$ cat src/rtl/mdu_pkg.sv
package mdu_pkg;

    typedef enum logic [2:0] {
        OP_MUL_S = 3'd0,
        OP_MUL_U = 3'd1,
        OP_DIV_S = 3'd2,
        OP_DIV_U = 3'd3,
        OP_RD_HI = 3'd4,
        OP_RD_LO = 3'd5,
        OP_RSV6  = 3'd6,
        OP_RSV7  = 3'd7
    } mdu_op_e;

    typedef enum logic [1:0] {
        ST_IDLE = 2'd0,
        ST_RUN  = 2'd1,
        ST_FIX  = 2'd2
    } mdu_state_e;

    // Control captured at acceptance, consumed at the fix-up cycle
    typedef struct packed {
        logic is_div;    // quotient/remainder rather than product
        logic neg_main;  // negate product or quotient
        logic neg_rem;   // negate remainder (dividend was negative)
        logic div_zero;  // divisor was zero
    } mdu_ctl_t;

    function automatic logic op_is_arith(mdu_op_e op);
        return (op == OP_MUL_S) || (op == OP_MUL_U) ||
               (op == OP_DIV_S) || (op == OP_DIV_U);
    endfunction

    function automatic logic op_is_div(mdu_op_e op);
        return (op == OP_DIV_S) || (op == OP_DIV_U);
    endfunction

    function automatic logic op_is_signed(mdu_op_e op);
        return (op == OP_MUL_S) || (op == OP_DIV_S);
    endfunction

    function automatic logic op_is_read(mdu_op_e op);
        return (op == OP_RD_HI) || (op == OP_RD_LO);
    endfunction

endpackage

$ cat src/rtl/mdu_mul_step.sv
// One shift-add iteration: low half holds the remaining multiplier bits,
// high half accumulates partial sums.
module mdu_mul_step #(
    parameter int WIDTH = 32
) (
    input  logic [2*WIDTH-1:0] work_i,
    input  logic [WIDTH-1:0]   mcand_i,
    output logic [2*WIDTH-1:0] work_o
);
    logic [WIDTH-1:0] addend;
    logic [WIDTH:0]   acc_sum;

    always_comb begin
        addend  = work_i[0] ? mcand_i : '0;
        acc_sum = {1'b0, work_i[2*WIDTH-1:WIDTH]} + {1'b0, addend};
        work_o  = {acc_sum, work_i[WIDTH-1:1]};
    end
endmodule

$ cat src/rtl/mdu_div_step.sv
// One restoring-division iteration on {remainder, quotient/dividend}.
module mdu_div_step #(
    parameter int WIDTH = 32
) (
    input  logic [2*WIDTH-1:0] work_i,
    input  logic [WIDTH-1:0]   dvsr_i,
    output logic [2*WIDTH-1:0] work_o
);
    logic [WIDTH:0]   shifted;
    logic             fits;
    logic [WIDTH-1:0] diff;
    logic [WIDTH-1:0] rem_next;

    always_comb begin
        shifted  = {work_i[2*WIDTH-1:WIDTH], work_i[WIDTH-1]};
        fits     = (shifted >= {1'b0, dvsr_i});
        // When the subtraction fits, the true difference is below the
        // divisor, so the modulo-2^WIDTH difference is exact.
        diff     = shifted[WIDTH-1:0] - dvsr_i;
        rem_next = fits ? diff : shifted[WIDTH-1:0];
        work_o   = {rem_next, work_i[WIDTH-2:0], fits};
    end
endmodule

$ cat src/rtl/mdu_result_fix.sv
// Restores signs after the magnitude datapath and applies the
// divide-by-zero convention.
module mdu_result_fix
    import mdu_pkg::*;
#(
    parameter int WIDTH = 32
) (
    input  logic [2*WIDTH-1:0] work_i,
    input  mdu_ctl_t           ctl_i,
    output logic [WIDTH-1:0]   hi_o,
    output logic [WIDTH-1:0]   lo_o
);
    logic [2*WIDTH-1:0] prod;
    logic [WIDTH-1:0]   quo;
    logic [WIDTH-1:0]   rem;

    always_comb begin
        prod = ctl_i.neg_main ? (~work_i + 1'b1) : work_i;
        quo  = ctl_i.neg_main ? (~work_i[WIDTH-1:0] + 1'b1) : work_i[WIDTH-1:0];
        rem  = ctl_i.neg_rem  ? (~work_i[2*WIDTH-1:WIDTH] + 1'b1)
                              : work_i[2*WIDTH-1:WIDTH];
        if (ctl_i.is_div) begin
            hi_o = rem;
            lo_o = ctl_i.div_zero ? '1 : quo;
        end else begin
            hi_o = prod[2*WIDTH-1:WIDTH];
            lo_o = prod[WIDTH-1:0];
        end
    end
endmodule

$ cat src/rtl/muldiv_unit.sv
module muldiv_unit
    import mdu_pkg::*;
#(
    parameter int WIDTH = 32
) (
    input  logic             clk,
    input  logic             rst,
    input  logic             req_valid,
    input  logic [2:0]       req_op,
    input  logic [WIDTH-1:0] req_a,
    input  logic [WIDTH-1:0] req_b,
    output logic             req_ready,
    output logic             busy,
    output logic             rd_valid,
    output logic [WIDTH-1:0] rd_data
);
    localparam int CW = $clog2(WIDTH);
    localparam int PW = 2 * WIDTH;
    localparam logic [CW-1:0] LAST_STEP = CW'(WIDTH - 1);

    mdu_state_e       state_q;
    logic [CW-1:0]    cnt_q;
    logic [PW-1:0]    work_q;
    logic [WIDTH-1:0] opnd_q;
    mdu_ctl_t         ctl_q;
    logic [WIDTH-1:0] hi_q;
    logic [WIDTH-1:0] lo_q;

    mdu_op_e          op_in;
    logic             accept;
    logic             neg_a;
    logic             neg_b;
    logic [WIDTH-1:0] mag_a;
    logic [WIDTH-1:0] mag_b;
    mdu_ctl_t         ctl_in;
    logic [PW-1:0]    work_init;
    logic [WIDTH-1:0] opnd_init;

    logic [PW-1:0]    mul_next;
    logic [PW-1:0]    div_next;
    logic [PW-1:0]    step_next;
    logic [WIDTH-1:0] fix_hi;
    logic [WIDTH-1:0] fix_lo;

    assign op_in     = mdu_op_e'(req_op);
    assign req_ready = (state_q == ST_IDLE);
    assign busy      = (state_q != ST_IDLE);
    assign accept    = req_valid && req_ready;

    // Operand preparation: magnitudes plus sign bookkeeping
    always_comb begin
        neg_a  = op_is_signed(op_in) && req_a[WIDTH-1];
        neg_b  = op_is_signed(op_in) && req_b[WIDTH-1];
        mag_a  = neg_a ? (~req_a + 1'b1) : req_a;
        mag_b  = neg_b ? (~req_b + 1'b1) : req_b;
        ctl_in.is_div   = op_is_div(op_in);
        ctl_in.neg_main = neg_a ^ neg_b;
        ctl_in.neg_rem  = neg_a;
        ctl_in.div_zero = (req_b == '0);
        if (op_is_div(op_in)) begin
            work_init = {{WIDTH{1'b0}}, mag_a};
            opnd_init = mag_b;
        end else begin
            work_init = {{WIDTH{1'b0}}, mag_b};
            opnd_init = mag_a;
        end
    end

    mdu_mul_step #(.WIDTH(WIDTH)) u_mul (
        .work_i  (work_q),
        .mcand_i (opnd_q),
        .work_o  (mul_next)
    );

    mdu_div_step #(.WIDTH(WIDTH)) u_div (
        .work_i  (work_q),
        .dvsr_i  (opnd_q),
        .work_o  (div_next)
    );

    assign step_next = ctl_q.is_div ? div_next : mul_next;

    mdu_result_fix #(.WIDTH(WIDTH)) u_fix (
        .work_i (work_q),
        .ctl_i  (ctl_q),
        .hi_o   (fix_hi),
        .lo_o   (fix_lo)
    );

    always_ff @(posedge clk) begin
        if (rst) begin
            state_q  <= ST_IDLE;
            cnt_q    <= '0;
            work_q   <= '0;
            opnd_q   <= '0;
            ctl_q    <= '0;
            hi_q     <= '0;
            lo_q     <= '0;
            rd_valid <= 1'b0;
            rd_data  <= '0;
        end else begin
            rd_valid <= 1'b0;
            case (state_q)
                ST_IDLE: begin
                    if (accept && op_is_arith(op_in)) begin
                        state_q <= ST_RUN;
                        cnt_q   <= '0;
                        work_q  <= work_init;
                        opnd_q  <= opnd_init;
                        ctl_q   <= ctl_in;
                    end else if (accept && op_is_read(op_in)) begin
                        rd_valid <= 1'b1;
                        rd_data  <= (op_in == OP_RD_HI) ? hi_q : lo_q;
                    end
                end
                ST_RUN: begin
                    work_q <= step_next;
                    cnt_q  <= cnt_q + 1'b1;
                    if (cnt_q == LAST_STEP) begin
                        state_q <= ST_FIX;
                    end
                end
                ST_FIX: begin
                    hi_q    <= fix_hi;
                    lo_q    <= fix_lo;
                    state_q <= ST_IDLE;
                end
                default: state_q <= ST_IDLE;
            endcase
        end
    end
endmodule

$ cat config.mk
export PLATFORM = sky130hd
export DESIGN_NAME = muldiv_unit
export DESIGN_NICKNAME = d
export VERILOG_FILES = /design/src/rtl/mdu_pkg.sv /design/src/rtl/mdu_mul_step.sv /design/src/rtl/mdu_div_step.sv /design/src/rtl/mdu_result_fix.sv /design/src/rtl/muldiv_unit.sv
export SDC_FILE = /design/constraint.sdc
export NUM_CORES = 1
export LEC_CHECK = 0
export ABC_CLOCK_PERIOD_IN_PS = 3900
export BUFFER_PORTS_ARGS = -buffer_cell sky130_fd_sc_hd__buf_4
export CORE_MARGIN = 2
export CORE_UTILIZATION = 25
export CTS_BUF_LIST = sky130_fd_sc_hd__clkbuf_4 sky130_fd_sc_hd__clkbuf_8 sky130_fd_sc_hd__clkbuf_16
export DETAILED_ROUTE_END_ITERATION = 10
export PLACE_DENSITY = 0.44
export SLEW_MARGIN = 20
export SYNTH_ARGS = -nofsm -noshare
export SYNTH_HDL_FRONTEND = slang
export SYNTH_SLANG_ARGS = --single-unit
$ cat constraint.sdc
create_clock -name clk -period 3.9 [get_ports clk]
set_clock_uncertainty 0.2 [all_clocks]
set_input_delay 0.975 -clock clk [delete_from_list [all_inputs] [get_ports clk]]
set_output_delay 0.975 -clock clk [all_outputs]
set_load 0.02 [all_outputs]
# Word level (Yosys, flattened, before mapping)
# Cells that the tools add are included.
# Widths: inputs -> output; s select.
[op_classes]
n_addsub = 8
magnitude_cmp = 1
eq_ne = 10
n_mux = 22
n_bitwise = 8
reduce_logical = 21
[ops]
columns = ["operator", "count"]
rows = [
  ["$mux 32", 12],
  ["$mux 64", 3],
  ["$add 32x1->32 const B", 4],
  ["$not 32->32", 4],
  ["$pmux 64 s2", 1],
  ["$add 64x1->64 const B", 1],
  ["$not 64->64", 1],
  ["$add 32x32->33", 1],
  ["$ge 33x32->1", 1],
  ["$logic_not 32->1", 1],
  ["$sub 32x32->32", 1],
  ["$pmux 5 s2", 1],
  ["$eq 3x2->1 const B", 2],
  ["$eq 3x3->1 const B", 2],
  ["$logic_or 1x1->1", 6],
  ["$reduce_and 2->1", 3],
  ["$add 5x1->5 const B", 1],
  ["$eq 5x5->1 const B", 1],
  ["$logic_and 1x1->1", 5],
  ["$mux 5", 1],
  ["$mux 2", 2],
  ["$pmux 2 s2", 1],
  ["$reduce_bool 2->1", 2],
  ["$eq 3x1->1 const B", 1],
  ["11 further kinds", 12],
]
[totals]
reg_bits = 204
inputBits = 70
output_inout_bits = 35
elab_cells = 82

# Longest topological paths before layout
[logic_depth]
depth_word = 7
mapped_depth = 15
mapped_depth_nobuf = 14

# Cells and area by module
# Synthesis repeated with hierarchy kept, for this count alone.
[hier_totals]
cells_unflattened = 2250
area_unflattened_um2 = 16903.7
[by_module_without_submodules]
columns = ["module", "instances", "cells_each", "area_each_um2"]
rows = [
  ["muldiv_unit", 1, 1259, 10132.2],
  ["mdu_div_step", 1, 355, 2571.2],
  ["mdu_mul_step", 1, 353, 2428.6],
  ["mdu_result_fix", 1, 283, 1771.7],
]

# Least setup slack after synthesis
# No wires, ideal clock.
[synth_path]
path_kind = "register -> register"
start = "register work_q[0]"
end = "register work_q[63]"
setup_time_ns = 0.117
t_arrival_ns = 3.857
setup_slack_ns = -0.274
path_stages_with_launch = 16
n_path_buf = 2
path_cell_list = "dfxtp_1 > clkdlybuf4s50_2 > inv_1 > clkbuf_1 > nor2_1 > ha_1 > and4_1 > a221o_1 > a32o_1 > a211oi_2 > o31ai_2 > a2111oi_2 > nor3_1 > a2111oi_2 > nor3_1 > a22o_1"
[synth_via]
elab_chain_cells = 4
[synth_lines]
columns = ["item", "line_no", "source"]
rows = [
  ["from (decl)", "muldiv_unit.sv:23", "logic [PW-1:0] work_q;"],
  ["from (signal assigned)", "muldiv_unit.sv:108", "work_q <= work_init;"],
  ["from (signal assigned)", "muldiv_unit.sv:117", "work_q <= step_next;"],
  ["$mux 32", "mdu_mul_step.sv:14", "addend = work_i[0] ? mcand_i : '0;"],
  ["$add 32x32->33", "mdu_mul_step.sv:15", "acc_sum = {1'b0, work_i[2*WIDTH-1:WIDTH]} + {1'b0, addend};"],
  ["$mux 64", "muldiv_unit.sv:81", "assign step_next = ctl_q.is_div ? div_next : mul_next;"],
  ["$pmux 64 s2", "muldiv_unit.sv:103", "case (state_q)"],
]
# Every way passes these cells.
# A chain may end at the register's enable or synchronous reset.

# Worst setup path after layout
# Ends and elaborated chain as after synthesis.

==> out/results.tsv <==
stage	metric	value	unit
outcome	status	finished, final reports clean	
global_routing	largest net degree at the start of global routing	172	
setup_path	Crit Path Category	register to register	
placement	Inst Count DP	2845	
placement	IO buf count	104	
finish	nets@finish	2244	
global_routing	Overflow after GRT	0	
finish	# diodes	0	
setup_path	Worst EP arrival	3.95	ns
finish	Area Growth Syn to Fin	21.12	%
timing	Setup TNS Final	0	ns
floorplanning	Die X	249.5	µm
floorplanning	DIE HEIGHT	249.5	µm
power_and_ir_drop	PwrDens	337.7	nW/µm²
detailed_routing	drt drc	0	
cts	H-tree levels	1	
finish	non-filler cells, final	2889	
detailed_routing	Via density	5.194	
detailed_routing	Final ANT Viol Nets	0	
floorplanning	I/O pin total	105	
detailed_routing	WL/cell	20.18	µm
global_routing	initial antenna violation count	0	
min_path	HP Class	register to register	
finish	share of cells above drive strength 1	16.54	%
yosys	Post-synth EDFFs	0	
power_and_ir_drop	Peak VDD IR	0.3567	mV
setup_path	Critical R2R Launch	work_q[0]	
setup_path	element type at the critical path end	register	
setup_path	end point of the critical path	work_q[63]	
timing	RSZ-0062 raised after global routing	no	
detailed_routing	drt first pass iters	7	
cts	clock slew at reported path FFs	0.06	ns
cts	cts bufs inserted	27	
detailed_routing	final wirelength	58.30	mm
power_and_ir_drop	net load switching power	1.981	mW
flow_run	maxcap violations	0	
timing	Worst Tran Pin Value	0.8703	ns
placement	GPL Wtd Cong	0.8701	
yosys	Mapped Cells	1968	
timing	Pins Over Slew Limit	0	
yosys	asr flop ratio synth	0	%
global_routing	vias in the first global route	14238	
floorplanning	CORE AREA	59240	µm²
min_path	Hold Crit Depth	2	
yosys	Yosys top cell by area	dfxtp_1	
timing	worst hold slack	0.2491	ns
yosys	#FFs+latches synth	204	
cts	clock sink total	204	
global_routing	global-route wire length before repair	88.38	mm
cts	TritonCTS clock tree	yes	
timing	final hold violation count	0	
yosys	Most used DFF post-synth	dfxtp_1	
detailed_routing	initial DRC count	1037	
detailed_routing	Via Count	15005	
timing	Max-slew headroom	41.98	%
power_and_ir_drop	Int Pwr	4.181	mW
placement	dpl ws	0.07198	ns
yosys	top cell type's share of synthesized area	27.11	%
power_and_ir_drop	Net Sw Frac	32.14	%
yosys	Synth area leaders	dfxtp_1 27%, a211oi_1 6.9%, a21oi_1 6.0%	
setup_path	Worst EP required	4.17	ns
timing	Final Setup Violations	0	
power_and_ir_drop	leakage	7.080	nW
timing	Max Freq	271.2	MHz
placement	DP HPWL	45.34	mm
setup_path	worst setup path start	work_q[0]	
global_routing	Global Route Usage Sum	18.11	%
timing	Tcrit/Tclk final	94.56	%
timing	final worst slack	0.2122	ns
floorplanning	# rows	89	
yosys	mapped cell area	15060	µm²
setup_path	reg2reg setup slack	0.21	ns
setup_path	R2R depth	16	
floorplanning	DIE AREA	62230	µm²
yosys	Seq/Total Area, Yosys	27.11	%
cts	Root Buffer Master	clkbuf_16	
yosys	syn avg cell area	7.653	µm²
setup_path	CP max FO	13	
yosys	Synth warnings	0	
power_and_ir_drop	Reg power frac	36.6	%
power_and_ir_drop	Comb power frac	23.5	%
floorplanning	Initial Util	25.42	%
setup_path	CP Launch Type	register	
power_and_ir_drop	Clock Power Share	39.9	%
yosys	distinct cell type count after synthesis	83	
yosys	syn nets	2110	
timing	minimum clock period	3.688	ns
cts	Clock Path Buffers	3	
power_and_ir_drop	overall power	6.161	mW
cts	Clk Latency, worst-skew pair	0.59	ns
setup_path	worst r2r dst	work_q[63]	
[metrics by stage]
stage	cell area (µm²)	util [%]
global placement	17350	29.29
global route	18240	30.80
floorplan	15070	-
finish	18240	30.80
detailed placement	17350	29.29
CTS	18200	30.72
[worst max-delay path, stage by stage (launching register included)]
cell and delay (ns):
dfxtp_2 0.34, inv_2 0.09, buf_12 0.14, nor2_1 0.04
ha_1 0.29, a21o_1 0.23, a221o_1 0.32, a32o_1 0.28
a211oi_2 0.24, buf_4 0.16, o31ai_2 0.06, buf_4 0.16
a2111oi_2 0.33, nor3_2 0.12, a2111oi_2 0.30, nor3_1 0.08
a22o_1 0.19
[what timing repair did]
action,CTS,global route
gates resized for setup,0,7
buffers inserted,0,1
hold buffers,0,0
endpoints found under the setup margin,0,6
[synthesized netlist by cell type (11+ instances only)]
library cell	count
a211oi_1	138
a21o_1	30
a21oi_1	181
a22oi_1	53
a31oi_1	17
and3_1	11
buf_1	13
clkbuf_1	109
dfxtp_1	204
ha_1	70
inv_1	64
mux2i_1	40
nand2_1	189
nand2b_1	15
nand3_1	17
nor2_1	228
nor2b_1	14
nor3_1	28
nor4_1	16
o211ai_1	35
o21ai_0	106
o31ai_1	20
o41ai_1	12
or3_1	19
xnor2_1	75
xor2_1	93
[layout by cell type, fill, tap and decap left out, types with 40 or more instances in the layout]
cell type  instances
inv_1             63
ha_1              70
a211oi_1         138
o21ai_0          106
nand2_1          189
nor2_1           225
a21oi_1          178
a22oi_1           53
xor2_1            93
dfxtp_1          202
xnor2_1           75
buf_4            243
mux2i_1           40
[power by group through the flow]
stage / sequential, mW / clock [mW] / combinational [mW]
finish: 2.26 / 2.46 / 1.45
detailed placement: 2.30 / 0 / 1.44
CTS: 2.26 / 2.53 / 1.44
global placement: 2.30 / 0 / 1.44
floorplan: 2.27 / 0 / 0.926
global route: 2.26 / 2.60 / 1.59
[flip-flops by register name, summed over array words and instances, names as in the netlist]
name      count
lo_q         32
cnt_q         5
rd_data      32
rd_valid      1
ctl_q         4
state_q       2
opnd_q       32
work_q       64
hi_q         32
[area by class of cell]
type / instances / area (µm²)
Clock buffer: 34 / 734.5
Clock inverter: 9 / 112.6
Fill cell: 6413 / 41000
Inverter: 64 / 240.2
Multi-Input combinational cell: 1557 / 10190
Sequential cell: 204 / 4086
Tap cell: 773 / 967.2
Timing Repair Buffer: 248 / 1916
[routing by layer]
| layer | vias to the layer above | GRT usage (%) | wire length (µm) | part of all wire (%) |
|---|---|---|---|---|
| met3 | 64 | 2.211 | 2670 | 4.6 |
| met5 | - | 0 | 0 | 0 |
| met4 | 0 | 4.596 | 1413 | 2.4 |
| met1 | 7124 | 26.41 | 28990 | 50 |
| met2 | 373 | 28.03 | 25230 | 43 |
| li1 | 7444 | - | - | - |
[logic make-up (layout without fill, tap and decap cells)]
group	count (synthesis)	in the layout	share of synthesized area (%)
XOR/XNOR	168	168	9.769
buffers and inverters	207	355	5.823
multiplexers	42	42	2.808
AND/OR/NAND/NOR	601	601	18.52
adder cells (fa/ha/maj)	72	72	6.081
flip-flops	204	204	27.11
AO/OA/AOI/OAI	674	674	29.89
[worst min path at each step]
stage | startpoint | endpoint | slack (ns)
6_report | hi_q[17] | hi_q[17] | 0.25
5_1_grt | hi_q[10] | hi_q[10] | 0.27
4_1_cts | hi_q[17] | hi_q[17] | 0.25
3_5_place_dp | hi_q[17] | hi_q[17] | 0.24
3_3_place_gp | hi_q[31] | hi_q[31] | 0.24
2_1_floorplan | hi_q[2] | hi_q[2] | 0.23
Note: power is estimated with default switching activity, not from simulation.
